**config.mk**
```make
export PLATFORM = sky130hd
export DESIGN_NAME = cpu_irq_ctrl
export DESIGN_NICKNAME = d
export VERILOG_FILES = /design/src/rtl/cpu_irq_ctrl.sv
export SDC_FILE = /design/constraint.sdc
export NUM_CORES = 1
export LEC_CHECK = 0
export ABC_AREA = 1
export BUFFER_PORTS_ARGS = -buffer_cell sky130_fd_sc_hd__buf_4
export CORE_MARGIN = 1.5
export CORE_UTILIZATION = 35
export CTS_CLUSTER_DIAMETER = 80
export DETAILED_ROUTE_END_ITERATION = 10
export SLEW_MARGIN = 20
export SYNTH_ARGS = -nofsm -noshare
export SYNTH_HDL_FRONTEND = slang
export SYNTH_SLANG_ARGS = --single-unit
```
**constraint.sdc**
```tcl
create_clock -name clk -period 1.6 [get_ports clk]
set_input_delay 0.24 -clock clk [delete_from_list [all_inputs] [get_ports clk]]
set_output_delay 0.24 -clock clk [all_outputs]
set_load 0.005 [all_outputs]
```
**src/rtl/cpu_irq_ctrl.sv**
```systemverilog
module cpu_irq_ctrl #(
  parameter int NUM_LINES      = 16,
  parameter int FIRST_MASKABLE = 4,
  parameter int PC_W           = 32,
  localparam int VEC_W         = $clog2(NUM_LINES)
) (
  input  logic                 clk,
  input  logic                 rst_n,
  input  logic [NUM_LINES-1:0] src_evt,
  input  logic                 reg_we,
  input  logic [1:0]           reg_sel,
  input  logic [NUM_LINES-1:0] reg_wdata,
  output logic [NUM_LINES-1:0] reg_rdata,
  output logic                 irq_req,
  output logic [VEC_W-1:0]     irq_vec,
  input  logic                 irq_ack,
  input  logic [PC_W-1:0]      pc_in,
  input  logic                 rti,
  output logic [PC_W-1:0]      ret_addr
);

  localparam logic [NUM_LINES-1:0] MASKABLE  = {NUM_LINES{1'b1}} << FIRST_MASKABLE;
  localparam logic [NUM_LINES-1:0] LATCHABLE = MASKABLE | NUM_LINES'(1);

  logic [NUM_LINES-1:0] flag_q, ier_q, cand, set_v, clr_v;
  logic                 gie_q, sav_q, take;
  logic [VEC_W-1:0]     win_idx;
  logic                 win_vld;

  assign cand = flag_q & ier_q & {NUM_LINES{gie_q}};

  always_comb begin
    win_vld = flag_q[0];
    win_idx = '0;
    if (!flag_q[0]) begin
      for (int i = NUM_LINES - 1; i >= FIRST_MASKABLE; i--) begin
        if (cand[i]) begin
          win_vld = 1'b1;
          win_idx = VEC_W'(i);
        end
      end
    end
  end

  assign irq_req = win_vld;
  assign irq_vec = win_idx;
  assign take    = irq_ack && win_vld;

  assign set_v = (src_evt | ((reg_we && reg_sel == 2'd1) ? reg_wdata : '0)) & LATCHABLE;
  assign clr_v = ((reg_we && reg_sel == 2'd0) ? reg_wdata : '0)
               | (take ? (NUM_LINES'(1) << win_idx) : '0);

  always_ff @(posedge clk or negedge rst_n) begin
    if (!rst_n) begin
      flag_q   <= '0;
      ier_q    <= '0;
      gie_q    <= 1'b0;
      sav_q    <= 1'b0;
      ret_addr <= '0;
    end else begin
      flag_q <= (flag_q & ~clr_v) | set_v;
      if (reg_we && reg_sel == 2'd2) ier_q <= reg_wdata & MASKABLE;
      if (take) begin
        sav_q    <= gie_q;
        gie_q    <= 1'b0;
        ret_addr <= pc_in;
      end else if (rti) begin
        gie_q <= sav_q;
      end else if (reg_we && reg_sel == 2'd3) begin
        gie_q <= reg_wdata[0];
      end
    end
  end

  always_comb begin
    case (reg_sel)
      2'd2:    reg_rdata = ier_q;
      2'd3:    reg_rdata = {{(NUM_LINES-2){1'b0}}, sav_q, gie_q};
      default: reg_rdata = flag_q;
    endcase
  end

  p_reserved_idle_r1: assert property (@(posedge clk) disable iff (!rst_n)
    (flag_q & ~LATCHABLE) == '0);

  p_evt_latches_r8: assert property (@(posedge clk) disable iff (!rst_n)
    (src_evt & LATCHABLE) != '0 |=> (flag_q & $past(src_evt & LATCHABLE)) == $past(src_evt & LATCHABLE));

  p_masked_quiet_r2: assert property (@(posedge clk) disable iff (!rst_n)
    (irq_req && irq_vec != '0) |-> (gie_q && ier_q[irq_vec] && flag_q[irq_vec]));

  p_line0_wins_r3: assert property (@(posedge clk) disable iff (!rst_n)
    flag_q[0] |-> (irq_req && irq_vec == '0));

  p_ack_gie_off_r6: assert property (@(posedge clk) disable iff (!rst_n)
    (irq_ack && irq_req) |=> (!gie_q && ret_addr == $past(pc_in) && sav_q == $past(gie_q)));

  p_rti_restore_r7: assert property (@(posedge clk) disable iff (!rst_n)
    (rti && !(irq_ack && irq_req)) |=> gie_q == $past(sav_q));

  p_idle_ack_r10: assert property (@(posedge clk) disable iff (!rst_n)
    (irq_ack && !irq_req) |=> $stable(ret_addr));

endmodule

```
==> summary.txt <==
number of flops mapped to enable cells by yosys -> 0
Initial Util -> 0.364
f_max -> 497 MHz
switching share of power -> 0.327
vias in the first global route -> 3,359
YS warnings -> 0
die area -> 9680 sq um
CTS tree -> yes
post-layout instance area -> 5470 sq um
hold slack -> 0.0988 ns
CTS sink cnt -> 62
CP cell instances -> buf_6 -> nand3_4 -> nand2_2 -> or2_4 -> nand2_2 -> nand2_2 -> nand2_4 -> inv_4 -> buf_6 -> buf_6
Pwr Total -> 5.69 mW
status -> finished, violations left
ANT cells -> 0
Pwr per Cell Area -> 1040 nW/um^2
Largest stage delay, worst path -> 0.45 ns
failing checks -> setup timing
setup ws final -> -0.413 ns
critical path depth -> 10
Synth Instances -> 403
final max-slew violation count -> 0
Nets -> 653
reg2reg end -> ret_addr[25]
drt via density -> 4.78
number of routed nets with antenna violations -> 0
worst min path class -> in -> reg
crit path launch -> gie_q
most frequent cell after synthesis -> nand2_1
synthesis-to-layout area growth -> 71.8%
Syn Nets -> 474
CP top delay family -> simple AND/OR/NAND/NOR gates
ys flop type -> dfrtp_1
syn avg cell area -> 7.90 sq um
DP Area -> 4500 sq um
Clk pwr share -> 0.254
Global Route Usage Sum -> 0.205
reg2reg start -> gie_q
Worst setup SP type -> flip-flop
Clock Root Buffer -> clkbuf_8
clk_lat worst skew -> 0.34 ns
CP max stage cell -> dfrtp_2
Fillers -> 741
Max Cap Violations -> 0
register area share after synthesis -> 0.487
synthesized flop and latch total -> 62
CTS max path bufs -> 2
CTS buffer count -> 9
CP Data Required Time -> 1.36 ns
IO buf count -> 120
Die Wd -> 98.4 um
WL per Instance -> 14.6 um
initial antenna violation count -> 0
crit end category -> output pin
Int Power -> 3.83 mW
Die Height -> 98.4 um
pin slew with the least headroom to its limit -> 0.477 ns
RSZ-0062 raised after global routing -> true
VDD IR-drop max -> 395 uV
final core utilization -> 0.624
first-pass GRT wire length -> 15.9 mm
crit path to -> irq_vec[2]
hold path start -> pc_in[0]
top cells by area, synth -> dfrtp_1 (49%), nand2_1 (19%), inv_1 (6.4%)
Pleak -> 2.89 nW
residual DRC count -> 0
Synth area leader -> dfrtp_1
Crit Path Max Fanout -> 5
Buf/Inv on CP -> 4
Crit Path Category -> reg -> out
largest net degree at the start of global routing -> 56
Final Cycle Share -> 1.26
combinational share of power -> 0.392
gpl congestion -> 0.842
Post-DP HPWL -> 6.45 mm
Async SR Flop Fraction -> 1.00
top-area cell type share of the netlist area -> 0.487
H-tree depth -> 3
via count -> 3,314
sequential power share -> 0.354
flop-to-flop setup slack -> -0.35 ns
Hold Vio Cnt, Final -> 0
Initial DRC Count -> 126
Setup Skew -> 0.00426 ns
final setup fails -> 52
Core Footprint -> 8760 sq um
I/O pins -> 124
Row Count -> 34
gr ovfl total -> 0
top post-synthesis cells by count -> nand2_1 (160), dfrtp_1 (62), inv_1 (54), o21ai_0 (27), o21bai_1 (19)
P_sw -> 1.86 mW
Pre-antenna DRT Iters -> 4
CP Data Arrival Time -> 1.77 ns
Cell variety after synth -> 27
routed wire length -> 10.1 mm
relative slew slack -> 0.681
layout cells sized above 1 -> 0.524
Worst Reg-to-Reg Cells -> 14
Final Critical Period -> 2.01 ns
cell area after synthesis -> 3190 sq um
Place WS -> -0.146 ns
Reg clk slew, reported paths -> 0.07 ns
-- layout by cell type, fill, tap and decap left out, types with 2 or more instances in the layout --
master    netlist  routed
nand3_4         0       4
nand3_1        12       8
nor2_4          2       4
o21ai_0        27      26
a22o_1         12      12
buf_16          0       3
buf_6           4      21
buf_4           3     147
o21bai_1       19      19
dfrtp_1        62      61
inv_2           3       7
a21oi_2         2       2
nand4_1        11      11
nand2_1       160      80
o21ai_1         1       2
nor2_1          8       6
clkbuf_8        0      12
inv_1          54      49
nand2_2         3      57
nand2_4         1      27
buf_12          0       7
nand3_2         4       4
-- area by class of cell --
class,count,area (sq um),area share
inverter,58,233,0.0425
sequential,62,1550,0.284
tap,108,135,0.0247
multi-input combinational,270,1730,0.316
clock buffer,12,165,0.0302
clock inverter,3,42.5,0.00777
timing repair buffer,181,1610,0.295
-- through the flow --
| step | setup TNS [ns] | std cells |
|---|---|---|
| 5_1_grt | -17.81 | 694 |
| 3_3_place_gp | -3.42 | 659 |
| 6_report | -13.74 | 694 |
| 4_1_cts | -13.77 | 692 |
| 2_1_floorplan | 0 | 403 |
| 3_5_place_dp | -4.59 | 659 |
-- worst min-delay path by stage --
| stage | end | slack, ns | cells past startpoint |
|---|---|---|---|
| floorplan | flag_q[0] | -0.06 | 0 |
| global placement | ret_addr[3] | 0.07 | 1 |
| detailed placement | ret_addr[6] | 0.07 | 1 |
| CTS | ret_addr[29] | 0.09 | 3 |
| global route | ret_addr[0] | 0.09 | 3 |
| finish | ret_addr[0] | 0.1 | 3 |
-- worst min-delay path: cells and delay by family --
kind                   cells  cell delay (ns)
buffers and inverters      1             0.07
and+or+nand+nor            2             0.09
-- flip-flops by register name (all words and copies together), names as in the netlist --
| signal | flops |
|---|---|
| flag_q | 16 |
| ier_q | 12 |
| gie_q | 1 |
| sav_q | 1 |
| ret_addr | 32 |
-- power by group through the flow --
stage	logic (mW)	clock network, mW	registers, mW
4_1_cts	1.98	1.48	1.98
2_1_floorplan	0.711	0	1.98
3_3_place_gp	1.57	0	1.97
5_1_grt	2.42	1.55	2.04
6_report	2.23	1.45	2.02
3_5_place_dp	1.60	0	1.98
-- per-layer routing --
| metal | GRT usage | routed length [um] | share of wire | vias up |
|---|---|---|---|---|
| li1 | - | - | - | 1636 |
| met1 | 0.260 | 4310 | 0.43 | 1550 |
| met2 | 0.348 | 5160 | 0.51 | 116 |
| met3 | 0.0444 | 546 | 0.054 | 12 |
| met4 | 0.0683 | 120 | 0.012 | 0 |
| met5 | 0 | 0 | 0 | - |
-- kinds of logic after synthesis --
| logic type | Yosys count | synth area share |
|---|---|---|
| buffers and inverters | 71 | 0.0974 |
| flip-flops | 62 | 0.487 |
| AND/OR/NAND/NOR | 205 | 0.281 |
| AO/OA/AOI/OAI | 65 | 0.135 |
-- timing repair --
item | 4_1_cts | 5_1_grt
hold buffers | 1 | 0
buffers inserted | 13 | 6
pin swaps | 46 | 32
hold endpoints to repair | 62 | 0
gates resized for setup | 68 | 94
gates cloned | 4 | 1
setup endpoints to repair | 51 | 53
Note: power is estimated with default switching activity, not from simulation.
